File: config.mk
export PLATFORM = sky130hd
export DESIGN_NAME = irqflag_top
export DESIGN_NICKNAME = d
export VERILOG_FILES = /design/src/rtl/irqflag_pkg.sv /design/src/rtl/irqflag_wr_if.sv /design/src/rtl/irqflag_rd_if.sv /design/src/rtl/irqflag_regfile.sv /design/src/rtl/irqflag_top.sv
export SDC_FILE = /design/constraint.sdc
export NUM_CORES = 1
export LEC_CHECK = 0
export ABC_AREA = 1
export BUFFER_PORTS_ARGS = -buffer_cell sky130_fd_sc_hd__buf_2
export CAP_MARGIN = 15
export CORE_ASPECT_RATIO = 0.75
export CORE_MARGIN = 4
export CORE_UTILIZATION = 54
export CTS_BUF_LIST = sky130_fd_sc_hd__clkbuf_2 sky130_fd_sc_hd__clkbuf_4 sky130_fd_sc_hd__clkbuf_8
export DETAILED_ROUTE_END_ITERATION = 12
export PLACE_DENSITY = 0.82
export SYNTH_ARGS = -nofsm -noshare
export SYNTH_HDL_FRONTEND = slang
export SYNTH_SLANG_ARGS = --single-unit
File: constraint.sdc
create_clock -name clk -period 1.9 [get_ports clk]
set_clock_uncertainty 0.15 [all_clocks]
set_input_delay 0.38 -clock clk [delete_from_list [all_inputs] [get_ports clk]]
set_output_delay 0.38 -clock clk [all_outputs]
set_load 0.005 [all_outputs]
File: src/rtl/irqflag_pkg.sv
package irqflag_pkg;
  localparam int unsigned DATA_W = 32;
  localparam int unsigned STRB_W = DATA_W / 8;
  localparam logic [1:0]  RESP_OKAY = 2'b00;

  typedef enum logic [1:0] {
    WR_IDLE = 2'b00,
    WR_HAVE = 2'b01,
    WR_RESP = 2'b10
  } wr_state_e;
endpackage

File: src/rtl/irqflag_wr_if.sv
module irqflag_wr_if
  import irqflag_pkg::*;
#(
  parameter int unsigned ADDR_W = 12
) (
  input  logic              clk,
  input  logic              rst_n,
  input  logic [ADDR_W-1:0] awaddr,
  input  logic              awvalid,
  output logic              awready,
  input  logic [DATA_W-1:0] wdata,
  input  logic [STRB_W-1:0] wstrb,
  input  logic              wvalid,
  output logic              wready,
  output logic [1:0]        bresp,
  output logic              bvalid,
  input  logic              bready,
  output logic              wr_en,
  output logic [DATA_W-1:0] wr_data,
  output logic [STRB_W-1:0] wr_strb
);
  logic              aw_got_q, aw_got_d;
  logic              w_got_q, w_got_d;
  logic [DATA_W-1:0] dat_q, dat_d;
  logic [STRB_W-1:0] stb_q, stb_d;
  logic              bv_q, bv_d;
  logic              aw_fire, w_fire, commit;

  assign awready = !aw_got_q && !bv_q;
  assign wready  = !w_got_q && !bv_q;
  assign aw_fire = awvalid && awready;
  assign w_fire  = wvalid && wready;
  assign commit  = (aw_got_q || aw_fire) && (w_got_q || w_fire);

  always_comb begin
    aw_got_d = aw_got_q;
    w_got_d  = w_got_q;
    dat_d    = dat_q;
    stb_d    = stb_q;
    bv_d     = bv_q;
    if (aw_fire) aw_got_d = 1'b1;
    if (w_fire) begin
      w_got_d = 1'b1;
      dat_d   = wdata;
      stb_d   = wstrb;
    end
    if (commit) begin
      aw_got_d = 1'b0;
      w_got_d  = 1'b0;
      bv_d     = 1'b1;
    end else if (bv_q && bready) begin
      bv_d = 1'b0;
    end
  end

  always_ff @(posedge clk or negedge rst_n) begin
    if (!rst_n) begin
      aw_got_q <= 1'b0;
      w_got_q  <= 1'b0;
      dat_q    <= '0;
      stb_q    <= '0;
      bv_q     <= 1'b0;
    end else begin
      aw_got_q <= aw_got_d;
      w_got_q  <= w_got_d;
      bv_q     <= bv_d;
      if (w_fire) begin
        dat_q <= dat_d;
        stb_q <= stb_d;
      end
    end
  end

  assign wr_en   = commit;
  assign wr_data = w_fire ? wdata : dat_q;
  assign wr_strb = w_fire ? wstrb : stb_q;
  assign bvalid  = bv_q;
  assign bresp   = RESP_OKAY;

  logic unused_addr;
  assign unused_addr = ^awaddr;

  // one outstanding write, response held until taken
  a_r9_wr_single: assert property (@(posedge clk) disable iff (!rst_n)
    bvalid |-> (!awready && !wready));
  a_r9_b_hold: assert property (@(posedge clk) disable iff (!rst_n)
    (bvalid && !bready) |=> bvalid);
endmodule

File: src/rtl/irqflag_rd_if.sv
module irqflag_rd_if
  import irqflag_pkg::*;
#(
  parameter int unsigned ADDR_W = 12
) (
  input  logic              clk,
  input  logic              rst_n,
  input  logic [ADDR_W-1:0] araddr,
  input  logic              arvalid,
  output logic              arready,
  output logic [DATA_W-1:0] rdata,
  output logic [1:0]        rresp,
  output logic              rvalid,
  input  logic              rready,
  input  logic [DATA_W-1:0] reg_val
);
  logic              rv_q, rv_d;
  logic [DATA_W-1:0] rd_q, rd_d;
  logic              ar_fire;

  assign arready = !rv_q;
  assign ar_fire = arvalid && arready;

  always_comb begin
    rv_d = rv_q;
    rd_d = rd_q;
    if (ar_fire) begin
      rv_d = 1'b1;
      rd_d = reg_val;
    end else if (rv_q && rready) begin
      rv_d = 1'b0;
    end
  end

  always_ff @(posedge clk or negedge rst_n) begin
    if (!rst_n) begin
      rv_q <= 1'b0;
      rd_q <= '0;
    end else begin
      rv_q <= rv_d;
      if (ar_fire) rd_q <= rd_d;
    end
  end

  assign rvalid = rv_q;
  assign rdata  = rd_q;
  assign rresp  = RESP_OKAY;

  logic unused_addr;
  assign unused_addr = ^araddr;

  // one outstanding read, data stable until taken
  a_r9_rd_single: assert property (@(posedge clk) disable iff (!rst_n)
    rvalid |-> !arready);
  a_r9_r_stable: assert property (@(posedge clk) disable iff (!rst_n)
    (rvalid && !rready) |=> (rvalid && $stable(rdata)));
endmodule

File: src/rtl/irqflag_regfile.sv
module irqflag_regfile
  import irqflag_pkg::*;
(
  input  logic              clk,
  input  logic              rst_n,
  input  logic              evt_tick,
  input  logic              wr_en,
  input  logic [DATA_W-1:0] wr_data,
  input  logic [STRB_W-1:0] wr_strb,
  output logic [DATA_W-1:0] reg_val,
  output logic              irq_n
);
  logic [DATA_W-1:0] ctl_q, ctl_d;
  logic              irqn_q;

  generate
    for (genvar g = 0; g < STRB_W; g++) begin : g_lane
      if (g == 0) begin : g_low
        always_comb begin
          ctl_d[7:1] = (wr_en && wr_strb[0]) ? wr_data[7:1] : ctl_q[7:1];
          if (evt_tick)                    ctl_d[0] = 1'b1;
          else if (wr_en && wr_strb[0])    ctl_d[0] = wr_data[0];
          else                             ctl_d[0] = ctl_q[0];
        end
      end else begin : g_hi
        always_comb begin
          ctl_d[8*g+7:8*g] = (wr_en && wr_strb[g]) ? wr_data[8*g+7:8*g]
                                                   : ctl_q[8*g+7:8*g];
        end
      end
    end
  endgenerate

  always_ff @(posedge clk or negedge rst_n) begin
    if (!rst_n) begin
      ctl_q  <= '0;
      irqn_q <= 1'b1;
    end else begin
      ctl_q  <= ctl_d;
      irqn_q <= !ctl_d[0];
    end
  end

  assign reg_val = ctl_q;
  assign irq_n   = irqn_q;

  // output tracks the stored flag
  a_r8_irq_match: assert property (@(posedge clk) disable iff (!rst_n)
    irq_n == !reg_val[0]);
  // tick always sets the flag
  a_r2_tick_sets: assert property (@(posedge clk) disable iff (!rst_n)
    evt_tick |=> reg_val[0]);
  // flag drops only through a lane-0 write
  a_r4_clear_by_bus: assert property (@(posedge clk) disable iff (!rst_n)
    $fell(reg_val[0]) |-> $past(wr_en && wr_strb[0] && !wr_data[0]));
  // untouched upper lane holds
  a_r7_lane3_hold: assert property (@(posedge clk) disable iff (!rst_n)
    !(wr_en && wr_strb[3]) |=> $stable(reg_val[31:24]));
endmodule

File: src/rtl/irqflag_top.sv
module irqflag_top
  import irqflag_pkg::*;
#(
  parameter int unsigned ADDR_W = 12
) (
  input  logic              clk,
  input  logic              rst_n,
  input  logic              evt_tick,
  input  logic [ADDR_W-1:0] s_awaddr,
  input  logic              s_awvalid,
  output logic              s_awready,
  input  logic [31:0]       s_wdata,
  input  logic [3:0]        s_wstrb,
  input  logic              s_wvalid,
  output logic              s_wready,
  output logic [1:0]        s_bresp,
  output logic              s_bvalid,
  input  logic              s_bready,
  input  logic [ADDR_W-1:0] s_araddr,
  input  logic              s_arvalid,
  output logic              s_arready,
  output logic [31:0]       s_rdata,
  output logic [1:0]        s_rresp,
  output logic              s_rvalid,
  input  logic              s_rready,
  output logic              irq_n
);
  logic              wr_en;
  logic [DATA_W-1:0] wr_data;
  logic [STRB_W-1:0] wr_strb;
  logic [DATA_W-1:0] reg_val;

  irqflag_wr_if #(.ADDR_W(ADDR_W)) u_wr (
    .clk(clk), .rst_n(rst_n),
    .awaddr(s_awaddr), .awvalid(s_awvalid), .awready(s_awready),
    .wdata(s_wdata), .wstrb(s_wstrb), .wvalid(s_wvalid), .wready(s_wready),
    .bresp(s_bresp), .bvalid(s_bvalid), .bready(s_bready),
    .wr_en(wr_en), .wr_data(wr_data), .wr_strb(wr_strb)
  );

  irqflag_rd_if #(.ADDR_W(ADDR_W)) u_rd (
    .clk(clk), .rst_n(rst_n),
    .araddr(s_araddr), .arvalid(s_arvalid), .arready(s_arready),
    .rdata(s_rdata), .rresp(s_rresp), .rvalid(s_rvalid), .rready(s_rready),
    .reg_val(reg_val)
  );

  irqflag_regfile u_reg (
    .clk(clk), .rst_n(rst_n), .evt_tick(evt_tick),
    .wr_en(wr_en), .wr_data(wr_data), .wr_strb(wr_strb),
    .reg_val(reg_val), .irq_n(irq_n)
  );

  // responses are always OKAY
  a_r9_okay: assert property (@(posedge clk) disable iff (!rst_n)
    (s_bvalid -> s_bresp == RESP_OKAY) && (s_rvalid -> s_rresp == RESP_OKAY));
endmodule

After elaboration in Yosys (flattened, before gate mapping) --
Index checks and enable logic that the tools add are counted.
Storage, ports and cells: bits in registers 105, output and inout port bits 42
Cells by class: multiplexer cells 12, reduce and logical (&&, ||, !) cells 23
Operators with widths (number):
- two-way mux 32 bit | 1
- logical AND 1 bit | 12
- two-way mux 1 bit | 10
- nonzero test 2 bit | 4
- logical NOT 1 bit | 5
- two-way mux 4 bit | 1
- logical OR 1 bit | 2

Logic depth before layout (Yosys ltp) --
Gate-level depths: netlist (run 1).
depth in word-level cells 9, depth in mapped cells 9, depth with buffers taken out 8

Cells and area by module --
From an unflattened synthesis (run 1), not the netlist that was laid out.
Unflattened totals: cell total of the unflattened synthesis 467, area, all modules 4366.7 sq um
By module, submodules not included:
- irqflag_wr_if | instances 1, cells each 177, area each 1677.9 sq um, sequential area each 975.9 sq um
- irqflag_rd_if | instances 1, cells each 145, area each 1351.3 sq um, sequential area each 825.8 sq um
- irqflag_regfile | instances 1, cells each 145, area each 1337.5 sq um, sequential area each 827.0 sq um

Least setup slack after synthesis (run 1) --
No wires, ideal clock.
path type register to register, from register u_wr.bv_q (netlist: u_wr.bvalid), to register u_reg.ctl_q[17] (netlist: u_reg.reg_val[17]), library setup time 0.117 ns, arrival 1.209 ns, setup slack 0.424 ns, cell stages (with the launch flop) 10, period minus slack after synthesis 1.476 ns, cells stage by stage dfrtp_1 -> nor2_4 -> nand2_2 -> buf_6 -> clkinv_8 -> nand2_1 -> nand2_4 -> nand2_4 -> nand2_1 -> nand2_1
On the way: elaborated cells between the ends (all ways) 11
RTL lines:
- from (decl) | RTL line irqflag_wr_if.sv:26 | logic bv_q, bv_d;
- from (signal assigned) | RTL line irqflag_wr_if.sv:66 | bv_q <= bv_d;
- logical NOT 1 bit | RTL line irqflag_wr_if.sv:30 | assign wready = !w_got_q && !bv_q;
- logical AND 1 bit | RTL line irqflag_wr_if.sv:30
- named net s_wready | RTL line irqflag_top.sv:15 | output logic s_wready,
- logical AND 1 bit | RTL line irqflag_wr_if.sv:32 | assign w_fire = wvalid && wready;
- two-way mux 4 bit | RTL line irqflag_wr_if.sv:76 | assign wr_strb = w_fire ? wstrb : stb_q;
- named net u_reg.wr_strb[2] | RTL line irqflag_regfile.sv:9 | input logic [STRB_W-1:0] wr_strb,
- logical AND 1 bit | RTL line irqflag_regfile.sv:27 | ctl_d[8*g+7:8*g] = (wr_en && wr_strb[g]) ? wr_data[8*g+7:8*g]
- to (signal assigned) | RTL line irqflag_regfile.sv:39 | ctl_q <= ctl_d;
- to (decl) | RTL line irqflag_regfile.sv:13 | logic [DATA_W-1:0] ctl_q, ctl_d;
The timed path passes the listed nets, and every way through them passes these cells. A chain may end at the register's enable or synchronous reset.

Final worst setup path (run 1) --
from register u_wr.bv_q (netlist: u_wr.bvalid), to output port s_wready
On the way: longest elaborated chain between the ends 2
Ends and longest elaborated chain (RTL line):
- logical NOT 1 bit | irqflag_wr_if.sv:30
- logical AND 1 bit | irqflag_wr_if.sv:30
- to (decl) | irqflag_top.sv:15
No other way between the ends.

==> results of run 1 <==
[worst paths after layout]
path | from | endpoint
setup / recovery | u_wr.bvalid$_DFFE_PN0P_ | s_wready
hold / removal | s_bready | u_wr.bvalid$_DFFE_PN0P_
setup reg to reg | u_wr.bvalid$_DFFE_PN0P_ | u_reg.reg_val[6]$_DFFE_PN0P_
hold reg to reg | u_reg.reg_val[28]$_DFFE_PN0P_ | u_reg.reg_val[28]$_DFFE_PN0P_
max in group asynchronous | rst_n | u_reg.irq_n$_DFF_PN1_
min in group asynchronous | rst_n | u_reg.reg_val[26]$_DFFE_PN0P_
[flip-flops by register name, summed over array words and instances (netlist names)]
name / cells
u_reg.reg_val: 32
u_wr.aw_got_q: 1
u_wr.dat_q: 32
u_rd.rvalid: 1
u_wr.bvalid: 1
u_reg.irq_n: 1
u_wr.stb_q: 4
u_rd.rdata: 32
u_wr.w_got_q: 1
[cell usage in the layout (no fill, tap or decap)]
master,n
a21oi_1,1
nand2_4,7
a21oi_2,1
nor2_2,2
buf_4,7
nand2_1,173
nor2_1,4
dfstp_2,1
clkinvlp_4,1
conb_1,4
bufinv_16,1
dfrtp_1,104
o21ai_0,16
nor2_4,1
buf_2,80
clkinv_4,3
clkbuf_8,11
dlygate4sd3_1,1
mux2_2,25
clkinv_8,1
inv_1,15
buf_12,4
nand3_1,29
[cells by family (layout without fill, tap and decap cells)]
group           after synthesis  count (layout)
other cells                   1               4
mux                          25              25
simple gates                216             216
buf+inv                      35             124
compound gates               18              18
flops                       105             105
[worst max-delay path, delay by kind of cell, from the launching register on]
family / cells / cell delay (ps)
flops: 1 / 440
buf+inv: 1 / 150
simple gates: 1 / 210
[metrics by stage]
stage                     std cells  area, um^2  hold slack, ps  util, %
after floorplan                 403        4150           -65.6        -
after global placement          576        4660             175     63.0
after detailed placement        576        4660             176     63.0
after CTS                       593        4880            32.1     66.0
after global routing            593        4890            24.9     66.1
final                           593        4890            42.4     66.1
[metal layers]
metal / share of wire [%] / global-route usage (%) / vias up
met5: 0 / 0 / -
met4: 1.2 / 6.65 / 0
met3: 5.9 / 5.80 / 9
met2: 47 / 30.0 / 77
met1: 45 / 26.7 / 1394
li1: - / - / 1425
[layout make-up]
class                   count  area (um^2)
clock inverters             5         63.8
inverters                  16         72.6
flip-flops and latches    105         2630
clock buffers              11          151
well taps                 101          126
fillers                   579         2510
repair buffers             92          543
multi-input cells         263         1300
[power by group through the flow]
| stage | registers [W] | clock network, W | logic, W |
|---|---|---|---|
| 3_3_place_gp | 0.00366 | 0 | 0.00255 |
| 3_5_place_dp | 0.00371 | 0 | 0.00268 |
| 6_report | 0.00367 | 0.00142 | 0.00266 |
| 4_1_cts | 0.00367 | 0.00146 | 0.00269 |
| 5_1_grt | 0.00379 | 0.00156 | 0.00304 |
| 2_1_floorplan | 0.00366 | 0 | 0.00176 |
[what timing repair did]
item	CTS	global route
hold buffers	1	0
resized for setup	0	1
endpoints found under the hold margin	27	0
endpoints found under the setup margin	0	7
buffers inserted	0	0
==> flow_metrics.tcl, run 1 <==
set metrics [dict create \
    yosysTopAreaCell "dfrtp_1" \
    comb_power_share_pct 34.4 \
    synth_most_common_cell "nand2_1" \
    track_usage_pct 19.6 \
    cp-end-kind "primary output" \
    drtPass1Iterations 4 \
    grt_max_degree 41 \
    clockBufferDepth 2 \
    pwr-share-clk_pct 18.3 \
    hold_path.class "input port to flop" \
    num_antenna_cells 0 \
    yosys-top-cells-area "dfrtp_1 (63%), nand2_1 (16%), mux2_2 (6.8%), nand3_1 (3.5%), o21ai_0 (1.9%)" \
    cts_tree "yes" \
    grt_remaining_overflow 0 \
    post_synth_fa_ha_maj_area_fraction_pct 0 \
    io_buffers 81 \
    maxCapViolCount 0 \
    syn_area_per_cell_um2 10.3 \
    io_pins 110 \
    cts_buffers 9 \
    worst-setup-path-type "flop to primary output" \
    cts-htree-levels 3 \
    run_status "finished, final reports clean" \
    synth_ff_type "dfrtp_1" \
    p_switching_w 0.00273 \
    fmax_mhz 593 \
    path_cells "nor2_4 -> buf_2" \
    fin_nets 555 \
    place_ws_ps 153 \
    required_ps 1370 \
    netlist.area_leader.share_pct 62.9 \
    powerDensity_nw_per_um2 1590 \
    synth-xor-area-share_pct 0 \
    finalHoldViolations 0 \
    crit_slowest_cell "dfrtp_1" \
    sequentialPowerShare_pct 47.3 \
    hpwl_um 5760 \
    swShare_pct 35.2 \
    via_per_inst 4.90 \
    fin_crit_ps 1690 \
    synthesis.area_um2 4140 \
    internal_power_w 0.00502 \
    regToRegSetupSlack_ps 220 \
    synth_commonest_cells "nand2_1 (173), dfrtp_1 (104), nand3_1 (29), mux2_2 (25), o21ai_0 (16)" \
    p_leak_nw 2.68 \
    core_um2 7400 \
    synth-simple-area-share_pct 21.9 \
    r2r_cells 8 \
    maxSlewViolCount 0 \
    whs_path_depth 2 \
    synth_cells 400 \
    synth_edf_count 0 \
    wl_per_cell_um 13.7 \
    root_buffer "clkbuf_8" \
    synth_top_family_by_area "simple AND/OR/NAND/NOR gates" \
    start_util_pct 55.9 \
    die_w_um 109 \
    ys_async_sr_fraction_pct 100 \
    area_delta_synth_final_pct 18.2 \
    synth-compound-area-share_pct 2.27 \
    ys_types 20 \
    seq_area_frac_synth_pct 63.6 \
    drive_gt1_share_pct 29.5 \
    die_h_um 83.8 \
    path_clk_slew_ps 90 \
    finalPower_w 0.00775 \
    rsz0062_at_grt "no" \
    yosys-mux-area-fraction_pct 6.81 \
    grt_pass1_wl_um 13800 \
    antenna_found_initial 0 \
    ys_ff_latch 105 \
    fin_setup_tns_ps 0 \
    post-route-drc-count 0 \
    grt_pass1_vias 3014 \
    row_count 27 \
    yosysWarnings 0 \
    gp_congestion 0.795 \
    clock_latency_ps 360 \
    drt_wl_total_um 8130 \
    die_area_um2 9140 \
    antenna_left 0 \
    start_kind "flop" \
    worst_slack_ps 212 \
    finalSetupViolCount 0 \
    peakVddDrop_mv 0.713 \
    max_stage_delay_ps 440 \
    finalCritPeriodShare_pct 88.8 \
    via_count 2905 \
    path_max_fanout 5 \
    drt_iter0_drc 95 \
    crit_arrival_ps 1160 \
    cts_num_sinks 105 \
]
Power figures use the tool's default switching activity.
==> run 2: changes to the inputs <==
Settings changed: CORE_UTILIZATION 54 to 50, GPL_TIMING_DRIVEN set to 0, PLACE_DENSITY 0.82 to 0.76.
==> flow_metrics.tcl, run 2 (synthesized netlist as in run 1, its figures left out) <==
set metrics [dict create \
    io_pins 110 \
    hold_path.class "input port to flop" \
    drt_wl_total_um 8280 \
    grt_pass1_vias 3018 \
    row_count 28 \
    slew_headroom_pct 63.3 \
    n_fill_cell 670 \
    final_cell_mix "nand2_1 (173), dfrtp_1 (104), buf_2 (83)" \
    clock_latency_ps 360 \
    crit_arrival_ps 1890 \
    finalCritPeriodShare_pct 91.6 \
    gp_congestion 0.800 \
    cts_tree "yes" \
    path_max_fanout 10 \
    io_buffers 81 \
    maxSlewViolCount 0 \
    whs_ps 33.9 \
    run_status "finished, final reports clean" \
    clockBufferDepth 2 \
    antenna_left 0 \
    num_antenna_cells 0 \
    die_area_um2 9800 \
    post-route-drc-count 0 \
    worst-setup-path-type "flop to flop" \
    antenna_found_initial 0 \
    start_util_pct 52.0 \
    utilization_pct 61.9 \
    grt_pass1_wl_um 14000 \
    cts_resized 0 \
    start_kind "flop" \
    fin_nets 565 \
    final_common_cell "nand2_1" \
    drive_gt1_share_pct 30.3 \
    drtPass1Iterations 4 \
    tightest_slew_ps 551 \
    track_usage_pct 18.1 \
    maxCapViolCount 0 \
    cts-htree-levels 3 \
    grt_remaining_overflow 0 \
    via_per_inst 4.83 \
    cts_buffers 9 \
    peakVddDrop_mv 0.800 \
    area_delta_synth_final_pct 19.0 \
    hpwl_um 5930 \
    fin_crit_ps 1740 \
    core_um2 7950 \
    die_h_um 86.8 \
    finalPower_w 0.00770 \
    fmax_mhz 574 \
    finalHoldViolations 0 \
    p_leak_nw 2.70 \
    root_buffer "clkbuf_8" \
    die_w_um 113 \
    cts_num_sinks 105 \
    finalSetupViolCount 0 \
    rsz0062_at_grt "no" \
    cp-end-kind "flop" \
    via_count 2934 \
    drt_iter0_drc 144 \
    path_clk_slew_ps 90 \
    powerDensity_nw_per_um2 1570 \
    grt_max_degree 65 \
    wl_per_cell_um 13.6 \
    required_ps 2050 \
]
[run 2: changes by cell type in the layout (fill, tap and decap cells not counted), moves of 2 or more]
cell / change
buf_4: +2
buf_6: +6
buf_2: +3
clkbuf_1: +2
buf_12: -4
clkbuf_8: -2
clkbuf_4: +2
clkinv_4: -3
clkinvlp_4: +2
[run 2: worst paths after layout]
check,startpoint,end,slack [ps],depth (start not counted)
worst min-delay path,s_bready,u_wr.bvalid$_DFFE_PN0P_,30,2
min in group asynchronous,rst_n,u_rd.rdata[24]$_DFFE_PN0P_,390,2
worst max register to register,u_wr.bvalid$_DFFE_PN0P_,u_reg.reg_val[27]$_DFFE_PN0P_,160,6
max in group asynchronous,rst_n,u_reg.irq_n$_DFF_PN1_,470,3
worst min register to register,u_wr.dat_q[0]$_DFF_PN0_,u_wr.dat_q[0]$_DFF_PN0_,330,2
worst max-delay path,u_wr.bvalid$_DFFE_PN0P_,u_reg.reg_val[27]$_DFFE_PN0P_,160,6
[run 2: critical path, stage by stage (launching register included)]
cell      delay (ps)
dfrtp_1          440
inv_1            130
a21oi_1           90
nor2_1           200
clkbuf_1         430
nand3_1          150
nand2_1           90
[run 2: area by class of cell]
class	count	area (um^2)	area share, %
clock inverters	5	57.6	1.17
flip-flops and latches	105	2630	53.4
inverters	16	72.6	1.48
clock buffers	11	139	2.82
multi-input cells	263	1290	26.3
plain buffers	19	150	3.05
well taps	105	131	2.67
repair buffers	83	445	9.05
[run 2: per-layer routing]
| metal | GRT usage, % | up-vias | wire length, um |
|---|---|---|---|
| li1 | - | 1444 | - |
| met1 | 25.3 | 1395 | 3860 |
| met2 | 28.4 | 85 | 3850 |
| met3 | 4.33 | 10 | 461 |
| met4 | 6.00 | 0 | 106 |
| met5 | 0 | - | 0 |
[run 2: stage by stage]
step / std cells / cell area (um^2) / setup WS [ps] / setup TNS (ps)
after global placement: 589 / 4680 / -802 / -82990
after detailed placement: 590 / 4710 / 195 / 0
after CTS: 607 / 4920 / 165 / 0
after floorplan: 403 / 4150 / 424 / 0
final: 607 / 4920 / 159 / 0
after global routing: 607 / 4920 / 5.62 / 0
[run 2: what timing repair did]
item,CTS,global route
hold endpoints to repair,41,0
hold buffers,1,0
buffers inserted,0,0
[run 2: power breakdown]
part,switching (W),internal (W)
clock network,0.000717,0.000637
logic,0.00156,0.00113
registers,0.000416,0.00324
total,0.00269,0.00501
==> run 3: changes to the inputs <==
Settings changed: CTS_BUF_LIST sky130_fd_sc_hd__clkbuf_2 sky130_fd_sc_hd__clkbuf_4 sky130_fd_sc_hd__clkbuf_8 to sky130_fd_sc_hd__clkbuf_4 sky130_fd_sc_hd__clkbuf_8, HOLD_SLACK_MARGIN set to 0.02.
==> flow_metrics.tcl, run 3 (synthesized netlist as in run 1, its figures left out) <==
set metrics [dict create \
    run_status "finished, final reports clean" \
    drt_iter0_drc 126 \
    grt_pass1_wl_um 14000 \
    cp_top_family "buffers and inverters" \
    die_w_um 113 \
    stdcell_count 608 \
    gp_congestion 0.800 \
    p_leak_nw 2.70 \
    crit_slowest_cell "dfrtp_1" \
    multi_input_area_um2 1290 \
    rsz0062_at_grt "no" \
    max_stage_delay_ps 440 \
    n_fill_cell 668 \
    finalCritPeriodShare_pct 91.5 \
    required_ps 2050 \
    drtPass1Iterations 4 \
    maxCapViolCount 0 \
    hold_path.startpoint "evt_tick" \
    ff_latch_area_um2 2630 \
    cts-htree-levels 3 \
    row_count 28 \
    fin_crit_ps 1740 \
    core_um2 7950 \
    grt_max_degree 65 \
    cts_num_sinks 105 \
    fmax_mhz 575 \
    powerDensity_nw_per_um2 1560 \
    grt_remaining_overflow 0 \
    final_cell_mix "nand2_1 (173), dfrtp_1 (104), buf_2 (83)" \
    cts_tree "yes" \
    crit_path_start "u_wr.bvalid$_DFFE_PN0P_" \
    io_buffers 81 \
    path_cells "inv_1 -> a21oi_1 -> nor2_1 -> clkbuf_1 -> nand3_1 -> nand2_1" \
    fin_nets 566 \
    post_cts_buffers 0 \
    tightest_slew_ps 551 \
    via_count 2948 \
    start_util_pct 52.0 \
    finalSetupViolCount 0 \
    r2r_cells 6 \
    slew_headroom_pct 63.3 \
    hpwl_um 5930 \
    cts_resized 0 \
    path_clk_slew_ps 90 \
    io_pins 110 \
    crit_buf_inv 2 \
    clock_latency_ps 360 \
    cts_buffers 9 \
    drt_wl_total_um 8290 \
    hold_path.class "input port to flop" \
    root_buffer "clkbuf_8" \
    place_ws_ps 195 \
    area_delta_synth_final_pct 19.2 \
    wl_per_cell_um 13.6 \
    maxSlewViolCount 0 \
    antenna_found_initial 0 \
    peakVddDrop_mv 0.803 \
    grt_pass1_vias 3019 \
    via_per_inst 4.85 \
    die_area_um2 9800 \
    path_max_fanout 10 \
    track_usage_pct 18.1 \
    postCtsHoldBufs 2 \
    worst_slack_ps 162 \
    drive_gt1_share_pct 30.2 \
    antenna_left 0 \
    finalHoldViolations 0 \
    whs_path_depth 4 \
    final_common_cell "nand2_1" \
    path_depth 6 \
    timing.rr.start "u_wr.bvalid$_DFFE_PN0P_" \
    start_kind "flop" \
    num_antenna_cells 0 \
    crit_arrival_ps 1890 \
    cp-end-kind "flop" \
    die_h_um 86.8 \
    clockBufferDepth 2 \
    place_inst 590 \
    post-route-drc-count 0 \
    worst-setup-path-type "flop to flop" \
]
[run 3: layer usage]
| layer | part of all wire (%) | wire length [um] | vias up | GRT usage (%) |
|---|---|---|---|---|
| li1 | - | - | 1446 | - |
| met1 | 46 | 3820 | 1399 | 25.3 |
| met2 | 47 | 3890 | 91 | 28.4 |
| met3 | 5.5 | 458 | 12 | 4.26 |
| met4 | 1.4 | 119 | 0 | 6.00 |
| met5 | 0 | 0 | - | 0 |
[run 3: cell type report]
| class | count | share of cell area [%] |
|---|---|---|
| timing repair buffer | 84 | 9.24 |
| clock buffer | 11 | 2.82 |
| multi-input combinational | 263 | 26.3 |
| tap | 105 | 2.66 |
| buffer | 19 | 3.05 |
| clock inverter | 5 | 1.17 |
| sequential | 105 | 53.3 |
| inverter | 16 | 1.47 |
[run 3: stage by stage]
stage                     TNS [ps]  instance area [um^2]  total power (W)  hold WS [ps]  util, %
final                            0                  4930          0.00771          62.6     62.0
after global routing             0                  4930          0.00835          54.0     62.0
after CTS                        0                  4930          0.00780          49.3     62.0
after detailed placement         0                  4710          0.00642           254     59.3
after global placement      -82990                  4680          0.00628           305     58.9
after floorplan                  0                  4150          0.00542         -65.6        -
[run 3: report_power, final]
| group | internal, W | switching [W] |
|---|---|---|
| logic | 0.00113 | 0.00156 |
| registers | 0.00324 | 0.000416 |
| clock network | 0.000637 | 0.000718 |
[run 3: tightest hold or removal path: stages]
cell	delay (ps)
buf_2	70
inv_1	40
nand2_1	50
nor2_1	40
[run 3: worst paths after layout]
kind	endpoint	slack (ps)
max	u_reg.reg_val[27]$_DFFE_PN0P_	160
min	u_reg.irq_n$_DFF_PN1_	60
max reg2reg	u_reg.reg_val[27]$_DFFE_PN0P_	160
min reg2reg	u_wr.dat_q[0]$_DFF_PN0_	330
max in group asynchronous	u_reg.irq_n$_DFF_PN1_	470
min in group asynchronous	u_rd.rdata[24]$_DFFE_PN0P_	390
